$ cat config.mk
export PLATFORM = sky130hd
export DESIGN_NAME = blk_interleaver
export DESIGN_NICKNAME = d
export VERILOG_FILES = /design/src/rtl/ilv_pkg.sv /design/src/rtl/ilv_wr_ctrl.sv /design/src/rtl/ilv_rd_seq.sv /design/src/rtl/ilv_bank.sv /design/src/rtl/blk_interleaver.sv
export SDC_FILE = /design/constraint.sdc
export NUM_CORES = 1
export LEC_CHECK = 0
export ABC_CLOCK_PERIOD_IN_PS = 3400
export BUFFER_PORTS_ARGS = -buffer_cell sky130_fd_sc_hd__buf_2
export CAP_MARGIN = 5
export CORE_ASPECT_RATIO = 0.8
export CORE_MARGIN = 8
export CORE_UTILIZATION = 30
export DETAILED_ROUTE_END_ITERATION = 10
export PLACE_DENSITY = 0.53
export SYNTH_ARGS = -nofsm -noshare
export SYNTH_HDL_FRONTEND = slang
export SYNTH_SLANG_ARGS = --single-unit
$ cat constraint.sdc
create_clock -name clk -period 3.4 [get_ports clk]
set_input_delay 0.34 -clock clk [delete_from_list [all_inputs] [get_ports clk]]
set_output_delay 0.34 -clock clk [all_outputs]
set_load 0.05 [all_outputs]
$ cat src/rtl/ilv_pkg.sv
`timescale 1ns/1ps
// Shared types for the block interleaver.
// Assumes: nothing beyond the standard language.
package ilv_pkg;
    // Direction of the reordering: forward spreads blocks, inverse restores them.
    typedef enum logic {
        ILV_FWD = 1'b0,
        ILV_INV = 1'b1
    } ilv_dir_e;
endpackage

$ cat src/rtl/ilv_wr_ctrl.sv
`timescale 1ns/1ps
// Write side: counts accepted input bits through a frame and selects which
// of the two frame buffers is being filled.
// Assumes: FRAME >= 2; in_valid qualifies exactly one bit per cycle.
module ilv_wr_ctrl #(
    parameter int FRAME = 80,
    parameter int AW    = $clog2(FRAME)
) (
    input  logic          clk,
    input  logic          rst_n,
    input  logic          in_valid,
    output logic [AW-1:0] wr_addr,
    output logic          wr_bank,
    output logic          frame_done
);
    localparam logic [AW-1:0] LAST = AW'(FRAME - 1);

    // The frame completes on the cycle its last bit is accepted.
    assign frame_done = in_valid && (wr_addr == LAST);

    // Advance the position; at the end of a frame swap to the other buffer.
    always_ff @(posedge clk) begin
        if (!rst_n) begin
            wr_addr <= '0;
            wr_bank <= 1'b0;
        end else if (in_valid) begin
            if (wr_addr == LAST) begin
                wr_addr <= '0;
                wr_bank <= ~wr_bank;
            end else begin
                wr_addr <= wr_addr + 1'b1;
            end
        end
    end
endmodule

$ cat src/rtl/ilv_rd_seq.sv
`timescale 1ns/1ps
// Read side: walks one full frame in the output order after each start pulse
// and produces the buffer address of the bit to send.
// Forward: outer loop over bit position, inner loop over blocks from last to
// first. Inverse: outer loop over blocks, inner loop over bit position, with
// the address pointing at where the forward order placed that bit.
// Assumes: NBLK >= 2 and BLEN >= 2; a start pulse may coincide with the last
// step of the previous frame and then takes priority.
module ilv_rd_seq
    import ilv_pkg::*;
#(
    parameter int       NBLK = 8,
    parameter int       BLEN = 10,
    parameter ilv_dir_e DIR  = ILV_FWD,
    parameter int       AW   = $clog2(NBLK * BLEN)
) (
    input  logic          clk,
    input  logic          rst_n,
    input  logic          start,
    input  logic          start_bank,
    output logic          active,
    output logic          rd_bank,
    output logic [AW-1:0] rd_addr,
    output logic          first
);
    localparam int IN_N  = (DIR == ILV_FWD) ? NBLK : BLEN;
    localparam int OUT_N = (DIR == ILV_FWD) ? BLEN : NBLK;
    localparam int IW    = $clog2(IN_N);
    localparam int OW    = $clog2(OUT_N);

    logic [IW-1:0] inner;
    logic [OW-1:0] outer;

    // Step the nested counters through one frame, then go idle.
    always_ff @(posedge clk) begin
        if (!rst_n) begin
            active  <= 1'b0;
            rd_bank <= 1'b0;
            inner   <= '0;
            outer   <= '0;
        end else if (start) begin
            active  <= 1'b1;
            rd_bank <= start_bank;
            inner   <= '0;
            outer   <= '0;
        end else if (active) begin
            if (inner == IW'(IN_N - 1)) begin
                inner <= '0;
                if (outer == OW'(OUT_N - 1)) begin
                    outer  <= '0;
                    active <= 1'b0;
                end else begin
                    outer <= outer + 1'b1;
                end
            end else begin
                inner <= inner + 1'b1;
            end
        end
    end

    assign first = active && (inner == '0) && (outer == '0);

    // Address mapping chosen by the direction parameter.
    generate
        if (DIR == ILV_FWD) begin : g_fwd
            // inner = block counted from the last, outer = bit position.
            assign rd_addr = AW'(NBLK - 1 - int'(inner)) * AW'(BLEN) + AW'(outer);
        end else begin : g_inv
            // outer = block, inner = bit position; forward index of that bit.
            assign rd_addr = AW'(inner) * AW'(NBLK) + AW'(NBLK - 1) - AW'(outer);
        end
    endgenerate
endmodule

$ cat src/rtl/ilv_bank.sv
`timescale 1ns/1ps
// Two frame buffers, one written and one read per cycle, with a registered
// read port.
// Assumes: the controllers never read and write the same buffer in one cycle;
// buffer contents need no reset.
module ilv_bank #(
    parameter int FRAME = 80,
    parameter int AW    = $clog2(FRAME)
) (
    input  logic          clk,
    input  logic          rst_n,
    input  logic          wr_en,
    input  logic          wr_bank,
    input  logic [AW-1:0] wr_addr,
    input  logic          wr_bit,
    input  logic          rd_bank,
    input  logic [AW-1:0] rd_addr,
    output logic          rd_bit
);
    logic [FRAME-1:0] mem_q [2];

    generate
        for (genvar b = 0; b < 2; b++) begin : g_buf
            // Store the incoming bit into this buffer when it is selected.
            always_ff @(posedge clk) begin
                if (wr_en && (wr_bank == 1'(b))) begin
                    mem_q[b][wr_addr] <= wr_bit;
                end
            end
        end
    endgenerate

    // Registered read of the addressed bit from the draining buffer.
    always_ff @(posedge clk) begin
        if (!rst_n) begin
            rd_bit <= 1'b0;
        end else begin
            rd_bit <= mem_q[rd_bank][rd_addr];
        end
    end
endmodule

$ cat src/rtl/blk_interleaver.sv
`timescale 1ns/1ps
// Serial block interleaver / deinterleaver with two alternating frame buffers.
// DIR = ILV_FWD spreads each column of the NBLK x BLEN frame over the output
// with blocks in reverse order; DIR = ILV_INV restores natural order.
// Assumes: framing starts at the first accepted bit after reset; at most one
// input bit per cycle, so draining a frame never outlasts filling the next.
module blk_interleaver
    import ilv_pkg::*;
#(
    parameter int       NBLK = 8,
    parameter int       BLEN = 10,
    parameter ilv_dir_e DIR  = ILV_FWD
) (
    input  logic clk,
    input  logic rst_n,
    input  logic in_valid,
    input  logic in_bit,
    output logic out_valid,
    output logic out_bit,
    output logic out_sof
);
    localparam int FRAME = NBLK * BLEN;
    localparam int AW    = $clog2(FRAME);

    logic [AW-1:0] wr_addr;
    logic          wr_bank;
    logic          frame_done;
    logic          rd_active;
    logic          rd_bank;
    logic [AW-1:0] rd_addr;
    logic          rd_first;

    ilv_wr_ctrl #(.FRAME(FRAME), .AW(AW)) u_wr (
        .clk        (clk),
        .rst_n      (rst_n),
        .in_valid   (in_valid),
        .wr_addr    (wr_addr),
        .wr_bank    (wr_bank),
        .frame_done (frame_done)
    );

    ilv_rd_seq #(.NBLK(NBLK), .BLEN(BLEN), .DIR(DIR), .AW(AW)) u_rd (
        .clk        (clk),
        .rst_n      (rst_n),
        .start      (frame_done),
        .start_bank (wr_bank),
        .active     (rd_active),
        .rd_bank    (rd_bank),
        .rd_addr    (rd_addr),
        .first      (rd_first)
    );

    ilv_bank #(.FRAME(FRAME), .AW(AW)) u_mem (
        .clk     (clk),
        .rst_n   (rst_n),
        .wr_en   (in_valid),
        .wr_bank (wr_bank),
        .wr_addr (wr_addr),
        .wr_bit  (in_bit),
        .rd_bank (rd_bank),
        .rd_addr (rd_addr),
        .rd_bit  (out_bit)
    );

    // Align valid and frame-start with the registered read data.
    always_ff @(posedge clk) begin
        if (!rst_n) begin
            out_valid <= 1'b0;
            out_sof   <= 1'b0;
        end else begin
            out_valid <= rd_active;
            out_sof   <= rd_first;
        end
    end
endmodule

-- Word-level counts from Yosys, hierarchy flattened
Memory sizes are Yosys's and may differ from the RTL's. A register that Yosys moved wholly into a read port is not among the register bits.
Index checks and enable logic that the tools add are counted.
W data, S select, Z words.
- bits in registers: 20
- memory bits (writable): 160
- input port bits: 4
- output and inout port bits: 3
- memories kept: 1
- $add $sub $neg: 5
- multiply operators: 1
- order comparisons: 3
- eq/ne operators: 3
- multiplexer cells: 20
- bitwise operators: 2
- reduce and logical (&&, ||, !) cells: 12
- memories (memory ; depth ; width ; read ports ; clocked after memory_dff ; wr ports ; RTL line ; RTL):
    u_mem.mem_q ; 2 ; 80 ; 1 ; 1 ; 1 ; ilv_bank.sv:20 ; logic [FRAME-1:0] mem_q [2];
- operators with widths (operator ; count):
    $mux W80 ; 4
    $reduce_or A80 Y1 ; 1
    $lt A7 B8 Y1 const B ; 2
    $mux W1 ; 11
    $add A7 B1 Y7 const B ; 1
    $add A7 B4 Y7 ; 1
    $bmux W1 S7 ; 1
    $demux W1 S7 ; 1
    $eq A7 B7 Y1 const B ; 1
    $ge A7 B1 Y1 const B ; 1
    $mul A7 B3 Y6 const B ; 1
    $mux W7 ; 1
    $logic_and A1 B1 Y1 ; 6
    $add A4 B1 Y4 const B ; 1
    $eq A4 B4 Y1 const B ; 1
    $logic_not A4 Y1 ; 1
    $mux W4 ; 1
    $reduce_and A2 Y1 ; 2
    $sub A3 B3 Y4 const A ; 1
    $add A3 B1 Y3 const B ; 1
    $eq A3 B3 Y1 const B ; 1
    $logic_not A3 Y1 ; 1
    $mux W3 ; 1
    $not A1 Y1 ; 2
    $reduce_or A2 Y1 ; 1

-- Depth between registers and ports, before layout
- depth after elaboration: 7
- depth in mapped cells: 12
- mapped depth without buffers: 9

-- Cells and area by module
Synthesis repeated with hierarchy kept, for this count alone.
- cell total of the unflattened synthesis: 634
- area, all modules: 8190.4 µm²
- by module, submodules not included (module ; instances ; cells an instance ; area each (µm²)):
    ilv_bank ; 1 ; 519 ; 7109.3
    ilv_rd_seq ; 1 ; 71 ; 644.4
    ilv_wr_ctrl ; 1 ; 40 ; 384.1
    blk_interleaver ; 1 ; 4 ; 52.6

-- Worst setup path before layout
No wires, ideal clock.
- path type: reg-to-reg
- start point: register u_rd.inner[0]
- end point: register u_mem.rd_bit
- setup time: 0.092 ns
- arrival: 2.411 ns
- required time: 3.308 ns
- setup slack: 0.896 ns
- cell stages (with the launch flop): 10
- path buffers: 2
- cells stage by stage: dfxtp_1 > inv_1 > ha_1 > fa_1 > buf_2 > buf_4 > mux2i_1 > a2111oi_0 > nor4_1 > o32ai_1
- word-level cells in the longest chain between the ends: 5
- RTL lines (element ; RTL line ; RTL):
    from (decl) ; ilv_rd_seq.sv:31 ; logic [IW-1:0] inner;
    from (signal assigned) ; ilv_rd_seq.sv:56 ; inner <= inner + 1'b1;
    $sub A3 B3 Y4 ; ilv_rd_seq.sv:67 ; assign rd_addr = AW'(NBLK - 1 - int'(inner)) * AW'(BLEN) + AW'(outer);
    $mul A7 B3 Y6 ; ilv_rd_seq.sv:67 ;
    $add A7 B4 Y7 ; ilv_rd_seq.sv:67 ;
    $bmux W1 S7 ; ilv_bank.sv:38 ; rd_bit <= mem_q[rd_bank][rd_addr];
    $mux W1 (not written as such) ; ilv_bank.sv:38 ;
    to (signal assigned) ; ilv_bank.sv:38 ;
    to (decl) ; ilv_bank.sv:18 ; output logic rd_bit
No other way between the ends. The select of a mux whose other input is x is not followed.
A chain may end at the register's enable or synchronous reset.

-- Final worst setup path
Ends and elaborated chain as after synthesis.

==> summary.txt <==
Run status
  – Status: finished, final reports clean

Die
  – Die H: 164 um
  – Core Area: 27100 um^2
  – Io pins: 7
  – Rows: 54
  – Die Wd: 201 um
  – Initial Util: 0.303
  – Full die area: 32900 um^2

Cells and area
  – Post-layout nets: 619
  – Multi-input logic area: 2740 um^2
  – Commonest non-fill, non-tap cell in the layout: nor2_1
  – Diodes inserted: 0
  – Fin cells: 981
  – Layout cells sized above 1: 0.126
  – Area delta synth->final: 12.5%
  – Final cell area excluding filler cells: 9230 um^2
  – Fillers: 2618
  – Final core occ: 0.341
  – Sequential Area: 5230 um^2
  – Commonest cells after routing, fill and taps aside: nor2_1 (177), edfxtp_1 (160), mux4_2 (29), mux2i_1 (25), nand2_1 (24)

Timing
  – Relative slew slack: 0.455
  – Max Slew Vio Count: 0
  – Crit share post-route: 0.852
  – Final Skew: 0.00678 ns
  – FMAX: 345 MHz
  – # setup viols final: 0
  – Final Hold Viols: 0
  – RSZ-0062 raised after global routing: false
  – Final WS setup: 0.503 ns
  – Fin Hold WS: 0.297 ns
  – Setup TNS: 0 ns
  – Worst-Margin Slew: 0.816 ns
  – Min Clock Period, post-route: 2.90 ns

Yosys
  – Top FF cell, synth: edfxtp_1
  – Avg Inst Size Synth: 13.5 um^2
  – Number of synthesized register bits: 181
  – Yosys warns: 0
  – Synthesized net count: 622
  – Synth top area share: 0.586
  – Synth area leader: edfxtp_1
  – Synthesized area: 8200 um^2
  – Synth top area cells: edfxtp_1 (59%), nor2_1 (8.1%), mux4_2 (8.0%)
  – Synth cell types: 48
  – Post-synthesis instance total: 607
  – Sequential element share of the synthesized area: 0.637
  – Async set-reset flop share out of synthesis: 0
  – Post-synth EDFFs: 160

Flow run
  – Max-cap violation count: 0

Hold path
  – Hold path depth: 2
  – Hold Path Origin: rst_n
  – Worst min-delay path class: input pin to flip-flop

Critical path
  – CP arrival: 3.20 ns
  – Worst path cell trace: inv_1 > ha_2 > fa_1 > buf_4 > mux4_2 > and3_1 > a21oi_1 > a211oi_1 > nor4_1 > o32ai_1
  – Critical path endpoint category: flip-flop
  – RR Startpoint: u_rd.inner[0]
  – Worst Setup Path Type: flip-flop to flip-flop
  – Startpoint type of the worst setup path: flip-flop
  – CP required: 3.70 ns
  – Path depth of the worst reg2reg path: 10
  – Crit path max-delay cell type: fa_1
  – Crit path max fanout: 20
  – R2r endpoint: u_mem.rd_bit
  – Max incr delay on CP: 0.62 ns
  – R2R Setup Slk: 0.50 ns

Place
  – Number of cells after detailed placement: 949
  – DP Wirelength: 11700 um
  – DP Area: 8590 um^2
  – Gpl congestion: 0.770
  – Pre-CTS WS: 0.560 ns
  – IO Port Bufs: 6

Global route
  – Vias in the first global route: 4902
  – Grt total ovfl: 0
  – Initial antenna violation count: 0
  – Gr usage total: 0.116
  – First-pass GRT wire length: 29000 um
  – Largest net degree at the start of global routing: 95

Clock tree
  – Clock buffer count from CTS: 17
  – Htree depth: 4
  – Post-CTS Setup Bufs: 0
  – Sink Count: 181
  – Skew-Pair Late Insertion Delay: 0.43 ns
  – Count of cells resized by post-cts repair: 0
  – CTS tree: yes
  – CTS clk-pin slew, worst paths: 0.07 ns
  – Clk buf depth: 2
  – Cts hold-fix bufs: 0
  – CTS root buffer: clkbuf_16

Power and ir drop
  – Tot Pwr: 4.63 mW
  – Leakage: 2.93 nW
  – VDD IR max: 0.314 mV
  – Cell area power density: 502 nW/um^2

Routing
  – Drt first pass iters: 5
  – Vias/cell: 4.89
  – DR iter-0 viols: 370
  – Wire per inst: 19.1 um
  – Routed Antenna Nets: 0
  – Final wirelength: 18800 um
  – DR vias: 4797
  – # DRC: 0
[metal layers]
metal / global-route usage / wire length [um] / up-vias
li1: - / - / 2221
met1: 0.158 / 8920 / 2440
met2: 0.185 / 8790 / 113
met3: 0.0201 / 713 / 23
met4: 0.0387 / 347 / 0
met5: 0 / 0 / -
[synthesized netlist by cell type (all sizes together) (2+ instances only)]
| library cell | instances |
|---|---|
| nor2 | 177 |
| edfxtp | 160 |
| mux4 | 36 |
| mux2i | 25 |
| clkbuf | 24 |
| nand2 | 24 |
| dfxtp | 21 |
| nor2b | 18 |
| nand3 | 16 |
| buf | 15 |
| ha | 10 |
| xor2 | 9 |
| o21ai | 6 |
| xnor2 | 6 |
| a21oi | 5 |
| inv | 5 |
| nand4 | 5 |
| nor3 | 4 |
| a2111oi | 3 |
| a31oi | 3 |
| mux2 | 3 |
| a211oi | 2 |
| a21o | 2 |
| a22oi | 2 |
| a311oi | 2 |
| and2 | 2 |
| and3 | 2 |
| nand3b | 2 |
| nor3b | 2 |
| nor4 | 2 |
| o211ai | 2 |
| o311ai | 2 |
[registers in the layout, indices dropped and copies added, names as in the netlist, 3 cells and up, named ones only]
register and flops:
u_rd.outer 4, u_wr.wr_addr 7, u_mem.mem_q 160, u_rd.inner 3
[worst max path at each step]
stage / slack (ns) / startpoint / depth (start not counted) / end
after floorplan: 0.90 / u_rd.inner[0] / 9 / u_mem.rd_bit
after global placement: 0.62 / u_rd.inner[0] / 10 / u_mem.rd_bit
after detailed placement: 0.56 / u_rd.inner[0] / 10 / u_mem.rd_bit
after CTS: 0.53 / u_rd.inner[0] / 10 / u_mem.rd_bit
after global routing: 0.34 / u_rd.inner[0] / 10 / u_mem.rd_bit
final: 0.50 / u_rd.inner[0] / 10 / u_mem.rd_bit
[cell families after synthesis]
family / synth area share
xor gates and xnor gates: 0.0160
and+or+nand+nor: 0.134
muxes: 0.137
adders and majority gates: 0.0177
buffers and inverters: 0.0294
DFF: 0.637
AOI/OAI and AO/OA: 0.0293
[layout make-up]
| type | count | share of cell area |
|---|---|---|
| Sequential cell | 181 | 0.566 |
| Multi-Input combinational cell | 382 | 0.297 |
| Tap cell | 364 | 0.0493 |
| Clock buffer | 18 | 0.0465 |
| Clock inverter | 14 | 0.0224 |
| Timing Repair Buffer | 17 | 0.0165 |
| Inverter | 5 | 0.00203 |
[report_power, final]
group	leakage (nW)	switching, mW	total, mW	internal (mW)
clock network	0.301	0.830	2.13	1.30
registers	1.61	0.00809	2.43	2.42
logic	1.02	0.0580	0.0717	0.0137
[critical path: cells and delay by family (launching register included)]
kind	cells	cell delay [ns]
mux	1	0.35
buf+inv	2	0.45
simple gates	2	0.42
compound gates	3	0.35
fa+ha+maj	2	0.81
flops	1	0.39
(Power assumes the default switching activity.)
